===== src/rtl/hbi_pkg.sv =====
package hbi_pkg;
  typedef struct packed {
    logic ds_mode;
    logic ds_pol_hi;
    logic wide;
    logic hi_first;
    logic mux_addr;
  } hbi_cfg_t;
endpackage


===== src/rtl/hbi_sync.sv =====
module hbi_sync #(
  parameter int          W       = 2,
  parameter logic [W-1:0] RST_VAL = '1
) (
  input  logic         clk,
  input  logic         rst_n,
  input  logic [W-1:0] d,
  output logic [W-1:0] q
);
  logic [W-1:0] meta_q;
  logic [W-1:0] stab_q;

  always_ff @(posedge clk or negedge rst_n) begin
    if (!rst_n) begin
      meta_q <= RST_VAL;
      stab_q <= RST_VAL;
    end else begin
      meta_q <= d;
      stab_q <= meta_q;
    end
  end

  assign q = stab_q;
endmodule


===== src/rtl/hbi_addr_latch.sv =====
module hbi_addr_latch #(
  parameter int AW = 16
) (
  input  logic          clk,
  input  logic          rst_n,
  input  logic          en_mux,
  input  logic          ale_lo,
  input  logic          ale_hi,
  input  logic [AW-1:0] bus_d,
  input  logic [AW-1:0] pin_a,
  output logic [AW-1:0] addr_o
);
  localparam int H = AW / 2;

  logic [H-1:0] lo_q, lo_d;
  logic [AW-H-1:0] hi_q, hi_d;

  always_comb begin
    lo_d = lo_q;
    hi_d = hi_q;
    if (ale_lo) lo_d = bus_d[H-1:0];
    if (ale_hi) hi_d = bus_d[AW-1:H];
  end

  always_ff @(posedge clk or negedge rst_n) begin
    if (!rst_n) begin
      lo_q <= '0;
      hi_q <= '0;
    end else begin
      lo_q <= lo_d;
      hi_q <= hi_d;
    end
  end

  always_comb begin
    if (en_mux) begin
      addr_o[H-1:0]  = ale_lo ? bus_d[H-1:0]  : lo_q;
      addr_o[AW-1:H] = ale_hi ? bus_d[AW-1:H] : hi_q;
    end else begin
      addr_o = pin_a;
    end
  end

  // once the enable is low, the held half no longer follows the bus
  a_r10_low_half_held: assert property (@(posedge clk) disable iff (!rst_n)
    (en_mux && $past(en_mux) && !ale_lo && $past(!ale_lo)) |-> $stable(addr_o[H-1:0]));
  a_r10_high_half_held: assert property (@(posedge clk) disable iff (!rst_n)
    (en_mux && $past(en_mux) && !ale_hi && $past(!ale_hi)) |-> $stable(addr_o[AW-1:H]));
endmodule


===== src/rtl/hbi_lanes.sv =====
module hbi_lanes
  import hbi_pkg::*;
#(
  parameter int BW = 8
) (
  input  hbi_cfg_t        cfg,
  input  logic            a0,
  input  logic            bhe_n,
  input  logic [2*BW-1:0] din,
  input  logic [2*BW-1:0] word_in,
  output logic [2*BW-1:0] wr_word,
  output logic [1:0]      wr_be,
  output logic [2*BW-1:0] rd_bus
);
  logic pick_hi;

  assign pick_hi = a0 ^ cfg.hi_first;

  always_comb begin
    if (cfg.wide) begin
      wr_word = din;
      wr_be   = {~bhe_n, 1'b1};
      rd_bus  = {(bhe_n ? {BW{1'b0}} : word_in[2*BW-1:BW]), word_in[BW-1:0]};
    end else begin
      wr_word = {din[BW-1:0], din[BW-1:0]};
      wr_be   = pick_hi ? 2'b10 : 2'b01;
      rd_bus  = {{BW{1'b0}}, (pick_hi ? word_in[2*BW-1:BW] : word_in[BW-1:0])};
    end
  end
endmodule


===== src/rtl/hbi_regs.sv =====
module hbi_regs #(
  parameter int              DW      = 16,
  parameter int              NREG    = 8,
  parameter int              IDXW    = 6,
  parameter logic [DW-1:0]   VERSION = 16'h0010
) (
  input  logic             clk,
  input  logic             rst_n,
  input  logic             wr_en,
  input  logic [IDXW-1:0]  wr_idx,
  input  logic [DW-1:0]    wr_word,
  input  logic [DW/8-1:0]  wr_be,
  input  logic [IDXW-1:0]  rd_idx,
  output logic [DW-1:0]    rd_word
);
  localparam int NBE  = DW / 8;
  localparam int SELW = $clog2(NREG);

  function automatic logic [DW-1:0] mask_of(input int i);
    if (2 * i >= DW) return '1;
    return (DW'(1) << (2 * i)) - DW'(1);
  endfunction

  logic [NREG-1:0][DW-1:0] bank;

  assign bank[0] = VERSION;

  for (genvar gi = 1; gi < NREG; gi++) begin : g_reg
    localparam logic [DW-1:0] MASK = mask_of(gi);
    logic [DW-1:0] q, d;

    always_comb begin
      d = q;
      if (wr_en && (wr_idx == IDXW'(gi))) begin
        for (int b = 0; b < NBE; b++) begin
          if (wr_be[b]) d[b*8 +: 8] = wr_word[b*8 +: 8];
        end
      end
      d = d & MASK;
    end

    always_ff @(posedge clk or negedge rst_n) begin
      if (!rst_n) q <= '0;
      else        q <= d;
    end

    assign bank[gi] = q;

    // bits outside the implemented field stay clear
    a_r3_unused_bits_zero: assert property (@(posedge clk) disable iff (!rst_n)
      (q & ~MASK) == '0);
  end

  assign rd_word = (int'(rd_idx) < NREG) ? bank[rd_idx[SELW-1:0]] : '0;
endmodule


===== src/rtl/hbi_host_if.sv =====
module hbi_host_if
  import hbi_pkg::*;
#(
  parameter int            AW       = 16,
  parameter int            DW       = 16,
  parameter int            RAM_AW   = 11,
  parameter int            NREG     = 8,
  parameter int            REG_IDXW = 6,
  parameter logic [DW-1:0] VERSION  = 16'h0010
) (
  input  logic              clk,
  input  logic              rst_n,
  input  logic              strap_ds_mode,
  input  logic              strap_ds_pol,
  input  logic              strap_wide,
  input  logic              strap_hi_first,
  input  logic              strap_mux_addr,
  input  logic [AW-1:0]     host_a,
  input  logic [DW-1:0]     host_d_in,
  output logic [DW-1:0]     host_d_out,
  output logic              host_d_oe,
  input  logic              ale_lo,
  input  logic              ale_hi,
  input  logic              rd_n,
  input  logic              wr_n,
  input  logic              bhe_n,
  input  logic              pcs_n,
  input  logic              pcs,
  input  logic [1:0]        mcs_n,
  output logic              busy_n,
  output logic              ram_req,
  output logic              ram_we,
  output logic [RAM_AW-1:0] ram_addr,
  output logic [DW-1:0]     ram_wdata,
  output logic [1:0]        ram_be,
  input  logic [DW-1:0]     ram_rdata,
  input  logic              eng_act,
  input  logic [RAM_AW-1:0] eng_addr
);
  localparam int BW = DW / 2;

  // reset: asserted asynchronously, released on the clock
  logic [1:0] rst_sq;
  logic       rst_i;

  always_ff @(posedge clk or negedge rst_n) begin
    if (!rst_n) rst_sq <= 2'b00;
    else        rst_sq <= {rst_sq[0], 1'b1};
  end
  assign rst_i = rst_sq[1];

  // strap capture and warm-up
  hbi_cfg_t   strap_cfg, cfg_q, cfg_d;
  logic [1:0] cnt_q, cnt_d;
  logic       live;

  assign strap_cfg = {strap_ds_mode, strap_ds_pol, strap_wide, strap_hi_first, strap_mux_addr};

  always_comb begin
    cnt_d = cnt_q;
    cfg_d = cfg_q;
    if (cnt_q != 2'd3) cnt_d = cnt_q + 2'd1;
    if (cnt_q == 2'd0) cfg_d = strap_cfg;
  end

  always_ff @(posedge clk or negedge rst_i) begin
    if (!rst_i) begin
      cnt_q <= 2'd0;
      cfg_q <= '0;
    end else begin
      cnt_q <= cnt_d;
      cfg_q <= cfg_d;
    end
  end

  assign live = (cnt_q == 2'd3);

  // strobe synchronizer and decode
  logic [1:0] strb_s;
  logic       ds_on, rd_act, wr_act, rd_q, wr_q, rd_start, wr_end;

  hbi_sync #(.W(2), .RST_VAL(2'b11)) u_sync (
    .clk(clk), .rst_n(rst_i), .d({wr_n, rd_n}), .q(strb_s)
  );

  always_comb begin
    ds_on = cfg_q.ds_pol_hi ? strb_s[0] : ~strb_s[0];
    if (cfg_q.ds_mode) begin
      rd_act = live & ds_on & strb_s[1];
      wr_act = live & ds_on & ~strb_s[1];
    end else begin
      rd_act = live & ~strb_s[0];
      wr_act = live & ~strb_s[1] & strb_s[0];
    end
  end

  always_ff @(posedge clk or negedge rst_i) begin
    if (!rst_i) begin
      rd_q <= 1'b0;
      wr_q <= 1'b0;
    end else begin
      rd_q <= rd_act;
      wr_q <= wr_act;
    end
  end

  assign rd_start = rd_act & ~rd_q;
  assign wr_end   = ~wr_act & wr_q;

  // address path
  logic [AW-1:0] eff_addr;
  logic          sel_reg_raw, sel_ram_raw;

  hbi_addr_latch #(.AW(AW)) u_alat (
    .clk(clk), .rst_n(rst_i), .en_mux(cfg_q.mux_addr), .ale_lo(ale_lo), .ale_hi(ale_hi),
    .bus_d(host_d_in), .pin_a(host_a), .addr_o(eff_addr)
  );

  assign sel_reg_raw = ~pcs_n & pcs;
  assign sel_ram_raw = (mcs_n == 2'b00);

  // write-side capture while the write strobe is active
  logic [AW-1:0] cap_addr_q, cap_addr_d;
  logic [DW-1:0] cap_din_q, cap_din_d;
  logic          cap_bhe_q, cap_bhe_d, cap_reg_q, cap_reg_d, cap_ram_q, cap_ram_d;

  always_comb begin
    cap_addr_d = cap_addr_q;
    cap_din_d  = cap_din_q;
    cap_bhe_d  = cap_bhe_q;
    cap_reg_d  = cap_reg_q;
    cap_ram_d  = cap_ram_q;
    if (wr_act) begin
      cap_addr_d = eff_addr;
      cap_din_d  = host_d_in;
      cap_bhe_d  = bhe_n;
      cap_reg_d  = sel_reg_raw;
      cap_ram_d  = sel_ram_raw & ~sel_reg_raw;
    end
  end

  always_ff @(posedge clk or negedge rst_i) begin
    if (!rst_i) begin
      cap_addr_q <= '0;
      cap_din_q  <= '0;
      cap_bhe_q  <= 1'b1;
      cap_reg_q  <= 1'b0;
      cap_ram_q  <= 1'b0;
    end else begin
      cap_addr_q <= cap_addr_d;
      cap_din_q  <= cap_din_d;
      cap_bhe_q  <= cap_bhe_d;
      cap_reg_q  <= cap_reg_d;
      cap_ram_q  <= cap_ram_d;
    end
  end

  // lane steering, one instance per direction
  logic [DW-1:0] wl_word, rl_bus, rl_word, reg_rd_word;
  logic [1:0]    wl_be;
  logic          rl_a0, rl_bhe;
  logic [DW-1:0] unused_wl_rd, unused_rl_wr;
  logic [1:0]    unused_rl_be;

  hbi_lanes #(.BW(BW)) u_wlane (
    .cfg(cfg_q), .a0(cap_addr_q[0]), .bhe_n(cap_bhe_q), .din(cap_din_q), .word_in('0),
    .wr_word(wl_word), .wr_be(wl_be), .rd_bus(unused_wl_rd)
  );

  // pending RAM access
  logic              pend_q, pend_d, pwe_q, pwe_d, pa0_q, pa0_d, pbhe_q, pbhe_d;
  logic [RAM_AW-1:0] paddr_q, paddr_d;
  logic [DW-1:0]     pdata_q, pdata_d, dout_q, dout_d;
  logic [1:0]        pbe_q, pbe_d;
  logic              collide, grant, reg_we;

  assign rl_a0   = pend_q ? pa0_q  : eff_addr[0];
  assign rl_bhe  = pend_q ? pbhe_q : bhe_n;
  assign rl_word = pend_q ? ram_rdata : reg_rd_word;

  hbi_lanes #(.BW(BW)) u_rlane (
    .cfg(cfg_q), .a0(rl_a0), .bhe_n(rl_bhe), .din('0), .word_in(rl_word),
    .wr_word(unused_rl_wr), .wr_be(unused_rl_be), .rd_bus(rl_bus)
  );

  assign collide = eng_act & (eng_addr == paddr_q);
  assign grant   = pend_q & ~collide;
  assign reg_we  = ~pend_q & ~rd_start & wr_end & cap_reg_q;

  always_comb begin
    pend_d  = pend_q;
    pwe_d   = pwe_q;
    pa0_d   = pa0_q;
    pbhe_d  = pbhe_q;
    paddr_d = paddr_q;
    pdata_d = pdata_q;
    pbe_d   = pbe_q;
    dout_d  = dout_q;
    if (grant) begin
      pend_d = 1'b0;
      if (!pwe_q) dout_d = rl_bus;
    end else if (!pend_q) begin
      if (rd_start) begin
        if (sel_reg_raw) begin
          dout_d = rl_bus;
        end else if (sel_ram_raw) begin
          pend_d  = 1'b1;
          pwe_d   = 1'b0;
          paddr_d = eff_addr[RAM_AW:1];
          pa0_d   = eff_addr[0];
          pbhe_d  = bhe_n;
        end
      end else if (wr_end && cap_ram_q) begin
        pend_d  = 1'b1;
        pwe_d   = 1'b1;
        paddr_d = cap_addr_q[RAM_AW:1];
        pdata_d = wl_word;
        pbe_d   = wl_be;
      end
    end
  end

  always_ff @(posedge clk or negedge rst_i) begin
    if (!rst_i) begin
      pend_q  <= 1'b0;
      pwe_q   <= 1'b0;
      pa0_q   <= 1'b0;
      pbhe_q  <= 1'b1;
      paddr_q <= '0;
      pdata_q <= '0;
      pbe_q   <= 2'b00;
      dout_q  <= '0;
    end else begin
      pend_q  <= pend_d;
      pwe_q   <= pwe_d;
      pa0_q   <= pa0_d;
      pbhe_q  <= pbhe_d;
      paddr_q <= paddr_d;
      pdata_q <= pdata_d;
      pbe_q   <= pbe_d;
      dout_q  <= dout_d;
    end
  end

  // register bank
  hbi_regs #(.DW(DW), .NREG(NREG), .IDXW(REG_IDXW), .VERSION(VERSION)) u_regs (
    .clk(clk), .rst_n(rst_i), .wr_en(reg_we), .wr_idx(cap_addr_q[REG_IDXW:1]),
    .wr_word(wl_word), .wr_be(wl_be), .rd_idx(eff_addr[REG_IDXW:1]), .rd_word(reg_rd_word)
  );

  // outputs
  assign ram_req    = grant;
  assign ram_we     = pwe_q;
  assign ram_addr   = paddr_q;
  assign ram_wdata  = pdata_q;
  assign ram_be     = pbe_q;
  assign busy_n     = ~(pend_q & collide);
  assign host_d_out = dout_q;
  assign host_d_oe  = rd_act & (sel_reg_raw | sel_ram_raw);

  logic unused_hi;
  assign unused_hi = ^{eff_addr[AW-1:RAM_AW+1], cap_addr_q[AW-1:RAM_AW+1],
                       unused_wl_rd, unused_rl_wr, unused_rl_be};

  // the engine keeps its word; no host request lands on it
  a_r11_no_req_on_engine_word: assert property (@(posedge clk) disable iff (!rst_i)
    ram_req |-> !(eng_act && (eng_addr == ram_addr)));
  a_r11_busy_blocks_req: assert property (@(posedge clk) disable iff (!rst_i)
    !busy_n |-> !ram_req);
  a_r11_release_completes: assert property (@(posedge clk) disable iff (!rst_i)
    ram_req |=> busy_n);
  // straps are frozen once the block is live
  a_r12_cfg_frozen: assert property (@(posedge clk) disable iff (!rst_i)
    live |=> $stable(cfg_q));
  // an 8-bit write touches exactly one byte
  a_r9_single_lane: assert property (@(posedge clk) disable iff (!rst_i)
    (ram_req && ram_we && !cfg_q.wide) |-> ($countones(ram_be) == 1));
endmodule


===== config.mk =====
export PLATFORM = sky130hd
export DESIGN_NAME = hbi_host_if
export DESIGN_NICKNAME = d
export VERILOG_FILES = /design/src/rtl/hbi_pkg.sv /design/src/rtl/hbi_sync.sv /design/src/rtl/hbi_addr_latch.sv /design/src/rtl/hbi_lanes.sv /design/src/rtl/hbi_regs.sv /design/src/rtl/hbi_host_if.sv
export SDC_FILE = /design/constraint.sdc
export NUM_CORES = 1
export LEC_CHECK = 0
export BUFFER_PORTS_ARGS = -buffer_cell sky130_fd_sc_hd__buf_2
export CORE_MARGIN = 1.5
export CORE_UTILIZATION = 55
export CTS_CLUSTER_DIAMETER = 60
export DETAILED_ROUTE_END_ITERATION = 12
export GPL_ROUTABILITY_DRIVEN = 1
export PLACE_DENSITY = 0.76
export SLEW_MARGIN = 20
export SYNTH_ARGS = -nofsm -noshare
export SYNTH_HDL_FRONTEND = slang
export SYNTH_HIERARCHICAL = 1
export SYNTH_SLANG_ARGS = --single-unit

===== constraint.sdc =====
create_clock -name clk -period 12.1 [get_ports clk]
set_input_delay 1.21 -clock clk [delete_from_list [all_inputs] [get_ports clk]]
set_output_delay 1.21 -clock clk [all_outputs]
set_load 0.005 [all_outputs]

# Word level (Yosys, flattened, before mapping)
# Cells that the tools add are included.
[totals]
n_memories = 0
latch_bits = 0
romBits = 0
ram_bits = 0
reg_bits = 167
in_bits = 76
wordCells = 149
output_inout_bits = 49
[classes]
add_sub_neg = 1
n_reduce_logical = 27
n_lt_le_gt_ge = 2
div_mod_pow = 0
multipliers = 0
n_mux = 37
shifts = 0
bitwise_logic = 32
n_eq_ne = 14
[ops]
columns = ["cell", "count"]
rows = [
  ["16-bit 2-to-1 mux", 10],
  ["16-bit binary-select mux with 3-bit select", 1],
  ["11-bit 2-to-1 mux", 4],
  ["8-bit 2-to-1 mux", 4],
  ["6-bit by 3-bit equality test with 1-bit output (second input constant)", 4],
  ["2-bit AND reduction", 10],
  ["1-bit bitwise AND", 17],
  ["1-bit 2-to-1 mux", 15],
  ["6-bit by 2-bit equality test with 1-bit output (second input constant)", 2],
  ["12-bit 2-to-1 mux", 1],
  ["1-bit NOT", 12],
  ["11-bit equality test", 1],
  ["5-bit AND reduction", 2],
  ["1-bit logical AND", 8],
  ["2-bit != test (second input constant)", 4],
  ["4-bit AND reduction", 2],
  ["6-bit by 1-bit equality test with 1-bit output (second input constant)", 1],
  ["6-bit by 4-bit < comparator with 1-bit output (second input constant)", 1],
  ["2-bit nonzero test", 3],
  ["2-bit zero test", 2],
  ["3-bit by 4-bit < comparator with 1-bit output (second input constant)", 1],
  ["2-bit 2-to-1 mux", 2],
  ["2-bit by 1-bit adder with 2-bit output (second input constant)", 1],
  ["2-bit equality test (second input constant)", 1],
  ["3 further kinds", 4],
]

# Depth between registers and ports, before layout
# Gate-level depths: netlist (run 1).
[depth]
word_depth = 12
depth_mapped = 11
mapped_depth_nobuf = 8

# By module
# Netlist (run 1), hierarchy kept.
[modules_own_cells]
columns = ["mod", "seq_area_each_um2", "n_inst", "cells_each", "area_each_um2"]
rows = [
  ["hbi_host_if", 2279.7, 1, 289, 4068.9],
  ["hbi_regs", 1401.3, 1, 193, 2736.4],
  ["hbi_addr_latch", 400.4, 1, 52, 918.4],
  ["hbi_lanes", 0.0, 2, 40, 386.6],
  ["hbi_sync", 105.1, 1, 4, 105.1],
]

# Worst setup path before layout (run 1)
# No wires, ideal clock.
[synth_path]
kind = "in2reg"
start = "input port ale_lo"
end = "register dout_q[6], in the netlist host_d_out[6]"
path_buffers = 3
setup_time_ns = 0.127
setup_slack_ns = 8.417
required_time_ns = 11.973
arrival_time_ns = 3.556
path_stages = 10
path_cell_list = "buf_6 > mux2_4 > mux2_4 > clkbuf_1 > clkbuf_1 > mux4_2 > nor2b_1 > mux2_2 > mux2_4 > mux2_1"
[synth_via]
elab_chain_len = 12
elab_cells_between_ends = 16
cone_classes = "1 x order compare; 14 x mux; 1 x bitwise"
[synth_rtl]
columns = ["item", "line", "text"]
rows = [
  ["from (decl)", "hbi_host_if.sv:22", "input logic ale_lo,"],
  ["8-bit 2-to-1 mux *", "n/a", ""],
  ["12-bit 2-to-1 mux *", "hbi_addr_latch.sv:36", "if (en_mux) begin"],
  ["via eff_addr[2]", "hbi_host_if.sv:111", "logic [AW-1:0] eff_addr;"],
  ["branches (longest 2 deep; another with 6-bit by 4-bit < comparator with 1-bit output)", "n/a", ""],
  ["16-bit 2-to-1 mux *", "hbi_regs.sv:54", "assign rd_word = (int'(rd_idx) < NREG) ? bank[rd_idx[SELW-1:0]] : '0;"],
  ["via reg_rd_word[6]", "hbi_host_if.sv:159", "logic [DW-1:0] wl_word, rl_bus, rl_word, reg_rd_word;"],
  ["16-bit 2-to-1 mux *", "hbi_host_if.sv:179", "assign rl_word = pend_q ? ram_rdata : reg_rd_word;"],
  ["via rl_word[6]", "hbi_host_if.sv:159", ""],
  ["8-bit 2-to-1 mux", "hbi_lanes.sv:27", "rd_bus = {{BW{1'b0}}, (pick_hi ? word_in[2*BW-1:BW] : word_in[BW-1:0])};"],
  ["16-bit 2-to-1 mux *", "hbi_lanes.sv:20", "if (cfg.wide) begin"],
  ["16-bit 2-to-1 mux", "hbi_host_if.sv:204", "if (sel_reg_raw) begin"],
  ["16-bit 2-to-1 mux", "hbi_host_if.sv:203", "if (rd_start) begin"],
  ["16-bit 2-to-1 mux", "hbi_host_if.sv:202", "end else if (!pend_q) begin"],
  ["16-bit 2-to-1 mux *", "hbi_host_if.sv:199", "if (grant) begin"],
  ["via dout_d[6]", "hbi_host_if.sv:173", "logic [DW-1:0] pdata_q, pdata_d, dout_q, dout_d;"],
  ["to (signal assigned)", "hbi_host_if.sv:241", "dout_q <= dout_d;"],
  ["to (decl)", "hbi_host_if.sv:173", ""],
]
# Mark *: on every way through the listed nets, which the timed path passes. The select of a mux whose other input is x is not followed.
# A chain may end at the register's enable or synchronous reset.

# Worst setup path after layout (run 1)
[layout_path]
start = "register pend_q"
end = "register u_regs.g_reg[7].q[7]"
[layout_via]
elab_chain_len = 6
[layout_rtl]
columns = ["item", "line", "text"]
rows = [
  ["from (decl)", "hbi_host_if.sv:171", "logic pend_q, pend_d, pwe_q, pwe_d, pa0_q, pa0_d, pbhe_q, pbhe_d;"],
  ["from (signal assigned)", "hbi_host_if.sv:234", "pend_q <= pend_d;"],
  ["1-bit NOT (no source line)", "n/a", ""],
  ["1-bit bitwise AND (3 in a row)", "hbi_host_if.sv:188", "assign reg_we = ~pend_q & ~rd_start & wr_end & cap_reg_q;"],
  ["via reg_we", "hbi_host_if.sv:175", "logic collide, grant, reg_we;"],
  ["1-bit logical AND", "hbi_regs.sv:34", "if (wr_en && (wr_idx == IDXW'(gi))) begin"],
  ["2-bit AND reduction (no source line)", "n/a", ""],
  ["to (signal assigned)", "hbi_regs.sv:43", "if (!rst_n) q <= '0;"],
  ["to (signal assigned)", "hbi_regs.sv:44", "else q <= d;"],
  ["to (decl)", "hbi_regs.sv:30", "logic [DW-1:0] q, d;"],
]
# The timed path passes the listed nets, and every way through them passes these cells.

==> results of run 1 <==
[cell type report]
| class | instances | area, sq um |
|---|---|---|
| fill | 1010 | 4853 |
| sequential | 163 | 4090 |
| multi-input combinational | 346 | 3603 |
| timing repair buffer | 122 | 619.3 |
| clock buffer | 23 | 498.0 |
| tap | 180 | 225.2 |
| clock inverter | 9 | 123.9 |
| inverter | 22 | 82.58 |
[registers in the layout, indices dropped and copies added (netlist names), 2 cells and up]
register,flops
rst_sq,2
cnt_q,2
u_sync/q,2
u_alat/hi_q,4
ram_addr,11
cfg_q,5
u_regs/g.q,56
ram_be,2
cap_din_q,16
u_alat/lo_q,8
u_sync/meta_q,2
host_d_out,16
ram_wdata,16
cap_addr_q,12
[per-layer routing]
layer,vias up,track usage (%),share of wire (%)
met5,-,0,0
met4,0,8.333,1.7
li1,2250,-,-
met1,2525,33.93,45
met3,25,5.998,5.3
met2,148,40.50,48
[cells in the final DEF, fill, tap and decap left out, types with 10 or more instances in the layout]
| cell type | count |
|---|---|
| a31oi_1 | 12 |
| mux2_4 | 48 |
| and2_1 | 10 |
| xnor2_1 | 13 |
| buf_2 | 120 |
| inv_1 | 22 |
| mux2_1 | 10 |
| clkbuf_16 | 17 |
| mux2_2 | 132 |
| dfrtp_1 | 156 |
| o32ai_1 | 11 |
[worst reg2reg max path, stage by stage (launching register included)]
cell      delay, ns
dfrtp_1        0.68
inv_1          0.36
nand3_1        0.51
nor4bb_1       0.77
and3_1         0.36
nor3b_4        0.56
mux2_2         0.41
[path summary, 6_finish.rpt]
| kind | start | endpoint | slack, ns | depth (start not counted) |
|---|---|---|---|---|
| min in group asynchronous | rst_sq[1] | ram_wdata[15] | 0.49 | 0 |
| setup reg to reg | pend_q | u_regs/g_reg[7].q[7] | 8.35 | 6 |
| hold / removal | rst_sq[0] | rst_sq[1] | 0.35 | 0 |
| setup / recovery | pend_q | u_regs/g_reg[7].q[7] | 8.35 | 6 |
| hold reg to reg | rst_sq[0] | rst_sq[1] | 0.35 | 0 |
| max in group asynchronous | rst_sq[1] | cap_addr_q[5] | 10.35 | 1 |
[power by group through the flow]
stage          combinational (uW)  sequential (uW)  clock, uW
2_1_floorplan                 266              730          0
3_3_place_gp                  354              752          0
3_5_place_dp                  363              760          0
4_1_cts                       367              752        570
5_1_grt                       401              769        594
6_report                      363              751        563
[stage by stage]
step	util, %	std cells	hold WS [ns]
floorplan	-	569	0.3312
global placement	61.13	833	0.3415
detailed placement	61.13	833	0.3394
CTS	65.54	865	0.3581
global route	65.57	865	0.3625
finish	65.57	865	0.3549
==> results.md, run 1 <==
- Outcome: finished, final reports clean
- Critical Path RT: ~12 ns
- Post-cts sizing count: 0
- Port Buf Inserts: 120
- Syn Inst Count: 568
- Max-cap violations: 0
- Slowest stage cell, crit path: nor4bb_1
- Vias in the first global route: 5117
- Net Switching: ~460 uW
- Clock Skew: 0.01143 ns
- CTS Buf Count: 17
- CP startpoint kind: flip-flop
- Hold violation count in the final report: 0
- CTS clock-pin slew for the worst setup and hold paths: 0.06 ns
- Via density per instance: 5.720
- CP top delay family: simple AND/OR/NAND/NOR gates
- Sequential Power Share: ~45%
- Min cycle time layout: 3.749 ns
- Max incr delay on CP: 0.77 ns
- Final setup viols: 0
- Top-Level Pins: approximately 130
- Buf/Inv on CP: 1
- Fin crit share: 30.98%
- Die Y: between 100 and 150 microns
- GRT Util Overall: 25.20%
- CP Data Arrival Time: 4.07 ns
- WL per Instance: just over 20 microns
- Post-CTS setup buffer count: 0
- Initial Utilization: 56.99%
- Final worst slack: ~8.4 ns
- Final net count: 750
- Worst-margin pin slew: 0.9742 ns
- Final ANT Viol Nets: 0
- FP Rows: 43
- Worst hold path type: flip-flop to flip-flop
- Worst-Skew Late Latency: 0.44 ns
- Total core area: 14100 sq um
- First-pass GRT wire length: 28240 microns
- Final Wtd Congestion: 0.8332
- Average cell area after synthesis: roughly 14 sq um
- Total gr overflow: 0
- Area post-placement: 8617 sq um
- Crit. End Element: flip-flop
- DR vias: 4948
- Max-slew violations: 0
- Full die area: between 15000 and 20000 sq um
- Syn-to-layout area delta: 15.04%
- Iter 0 DRT Violations: 264
- Largest net degree at the start of global routing: 87
- Drt total wl: 17600 microns
- Int Power: 1215 uW
- Max IR drop VDD: 0.1060 mV
- Setup TNS: 0 ns
- Post-route cell area: around 9200 sq um
- CTS max path bufs: 2
- N_diodes: 0
- Layout cells sized above 1: roughly 53%
- Detail Placement HPWL: 12210 microns
- Mapped Area: 8034 sq um
- Initial antenna violation count: 0
- Combinational share of power: 21.7%
- CP Max Fanout: 20
- Pwr dens: around 180 nW/um^2
- CP cell instances: inv_1 > nand3_1 > nor4bb_1 > and3_1 > nor3b_4 > mux2_2
- DRC viols: 0
- Post-Place Worst Slack: 8.172 ns
- Sw Ratio: approximately 28%
- Leak: between 0.004 and 0.005 uW
- Clock network power share: 33.6%
- Ys Warns: 6
- H-tree Lvls: 4
- TritonCTS clock tree: yes
- RSZ-0062 raised after global routing: no
- Pwr Total: 1677 uW
- Hold-fix buffers, CTS: 0
- Clk root buf: clkbuf_16
- Max-slew headroom: 35.05%
- First-pass DRT Iterations: 5
- Num Clock Sinks: 163
- Max Clock Freq: 0.2667 GHz
- Die X: 123.9 microns
- Setup Crit Path Kind: flip-flop to flip-flop
Power figures use the tool's default switching activity.
==> inputs of run 2 (changes only) <==
Clock period 12.1 ns to 3.8 ns, I/O delays scaled along.
==> run 2 against run 1 <==
Compared with the run above:
- register-to-register slack worse by 7.8 ns
- utilization rose by 0.21 points
- total power rose to 3.2 times the previous value
==> results.md, run 2 (synthesis gave the netlist of run 1 again) <==
- Outcome: finished, final reports clean
- Max-cap violations: 0
- FP Rows: 43
- Die Y: 123.9 microns
- CP cell instances: ha_1 > and4b_1 > nand3_1 > nand3_1 > buf_4 > nor4bb_1 > buf_4 > and3b_1 > nand4_1 > mux2_2
- Pwr dens: roughly 570 nW/um^2
- Top-Level Pins: 125
- Vias in the first global route: 5054
- Max-slew headroom: between 40 and 50%
- Total gr overflow: 0
- Clock Skew: about 0.0067 ns
- Int Power: a little under 4000 uW
- TritonCTS clock tree: yes
- Critical Path RT: around 4.1 ns
- Leak: 0.004462 uW
- Min cycle time layout: 3.289 ns
- Clock network power share: 33.0%
- Num Clock Sinks: 163
- Full die area: 15340 sq um
- Max FFs per register: 56
- Final setup viols: 0
- Max incr delay on CP: between 0.5 and 0.6 ns
- DR vias: approximately 5.0k
- Post-cts sizing count: 0
- Worst-margin pin slew: between 0.8 and 0.9 ns
- CP startpoint kind: flip-flop
- Iter 0 DRT Violations: 317
- Combinational share of power: 22.6%
- DRC viols: 0
- CP top delay family: simple AND/OR/NAND/NOR gates
- Crit. End Element: flip-flop
- CTS max path bufs: 2
- WL per Instance: a little over 20 microns
- Biggest register: u_regs/g.q
- Commonest cells after routing, fill and taps aside: dfrtp_1 (156), mux2_2 (132), buf_2 (120)
- Worst Hold Path Cells: 1
- Worst-Skew Late Latency: 0.43 ns
- Port Buf Inserts: 120
- Initial antenna violation count: 0
- GRT Util Overall: between 20% and 30%
- CP Max Fanout: 14
- H-tree Lvls: 4
- Largest net degree at the start of global routing: 107
- Max-slew violations: 0
- First-pass DRT Iterations: 4
- Setup TNS: 0 ns
- Fin crit share: ~87%
- Hold violation count in the final report: 0
- R2r setup slk: 0.51 ns
- Final Wtd Congestion: 0.8351
- HP Start: rd_n
- RSZ-0062 raised after global routing: no
- Slowest stage cell, crit path: nand4_1
- Worst hold path type: input port to flip-flop
- Sw Ratio: 27.67%
- CTS Buf Count: 17
- Via density per instance: ~5.8
- Layout cells sized above 1: 52.69%
- Detail Placement HPWL: 12080 microns
- Sequential Power Share: 44.4%
- Clk root buf: clkbuf_16
- N_diodes: 0
- Final ANT Viol Nets: 0
- Worst Hold Path EP: u_sync/meta_q[0]
- R2r endpoint: u_regs/g_reg[5].q[1]
- Commonest non-fill, non-tap cell in the layout: dfrtp_1
- CP Data Arrival Time: around 3.6 ns
- Die X: 123.9 microns
- Drt total wl: 17520 microns
- Final net count: 755
- Max IR drop VDD: 0.3832 mV
- Setup Crit Path Kind: flip-flop to flip-flop
- CTS clock-pin slew for the worst setup and hold paths: roughly 0.06 ns
- Max Clock Freq: ~0.30 GHz
- R2R depth: 10
- Post-Place Worst Slack: 0.5842 ns
- Total core area: 14100 sq um
- Buf/Inv on CP: 2
- First-pass GRT wire length: 27980 microns
- Initial Utilization: 56.99%
- Syn-to-layout area delta: 15.42%
- Net Switching: 1470 uW
- R2R Path Start: cnt_q[0]
- Final worst slack: 0.5113 ns
[run 2: changes by cell type in the layout (fill, tap and decap cells not counted), sizes merged]
cell         delta
clkbuf          -1
buf             +4
dlygate4sd3     +1
clkinv          -1
clkinvlp        +2
inv             -1
[run 2: power groups by stage]
stage	Sequential [uW]	Clock [uW]	Combinational, uW
4_1_cts	2360	1780	1220
6_report	2360	1750	1200
2_1_floorplan	2320	0	846
3_5_place_dp	2390	0	1200
5_1_grt	2410	1840	1330
3_3_place_gp	2370	0	1170
[run 2: worst max-delay path by stage]
stage                                 endpoint  cells after the start      from
after CTS                 u_regs/g_reg[5].q[1]                     10  cnt_q[0]
after global routing      u_regs/g_reg[5].q[1]                     10  cnt_q[0]
after detailed placement  u_regs/g_reg[5].q[1]                     10  cnt_q[0]
final                     u_regs/g_reg[5].q[1]                     10  cnt_q[0]
after global placement    u_regs/g_reg[5].q[7]                     10  cnt_q[0]
after floorplan           u_regs/g_reg[6].q[0]                      9  cnt_q[0]
[run 2: through the flow]
stage / hold WS, ns / util, % / power [uW] / cell area [sq um] / std cells
floorplan: 0.08441 / - / 3169 / 8039 / 569
global placement: 0.1657 / 61.43 / 3536 / 8660 / 837
detailed placement: 0.1700 / 61.43 / 3593 / 8660 / 837
CTS: 0.03100 / 65.78 / 5355 / 9273 / 869
global route: 0.03477 / 65.78 / 5581 / 9273 / 869
finish: 0.04066 / 65.78 / 5314 / 9273 / 869
[run 2: area by class of cell]
cell class              instances  area [sq um]
multi-input cells             346          3603
fillers                      1035          4823
repair buffers                127         668.1
clock inverters                 9         128.9
clock buffers                  22         474.2
inverters                      22         82.58
well taps                     180         225.2
flip-flops and latches        163          4090
[run 2: layer usage]
metal  GRT usage, %  wire, microns  share of wire, %  vias up
li1               -              -                 -     2271
met1          34.37           7920                45     2608
met2          39.81           8496                48      138
met3          5.128            880               5.0       18
met4          7.471            225               1.3        0
met5              0              0                 0        -
[run 2: repair_timing]
| item | in CTS | in global routing |
|---|---|---|
| setup buffers | 0 | 0 |
| hold buffers | 1 | 0 |
| hold endpoints to repair | 2 | 0 |
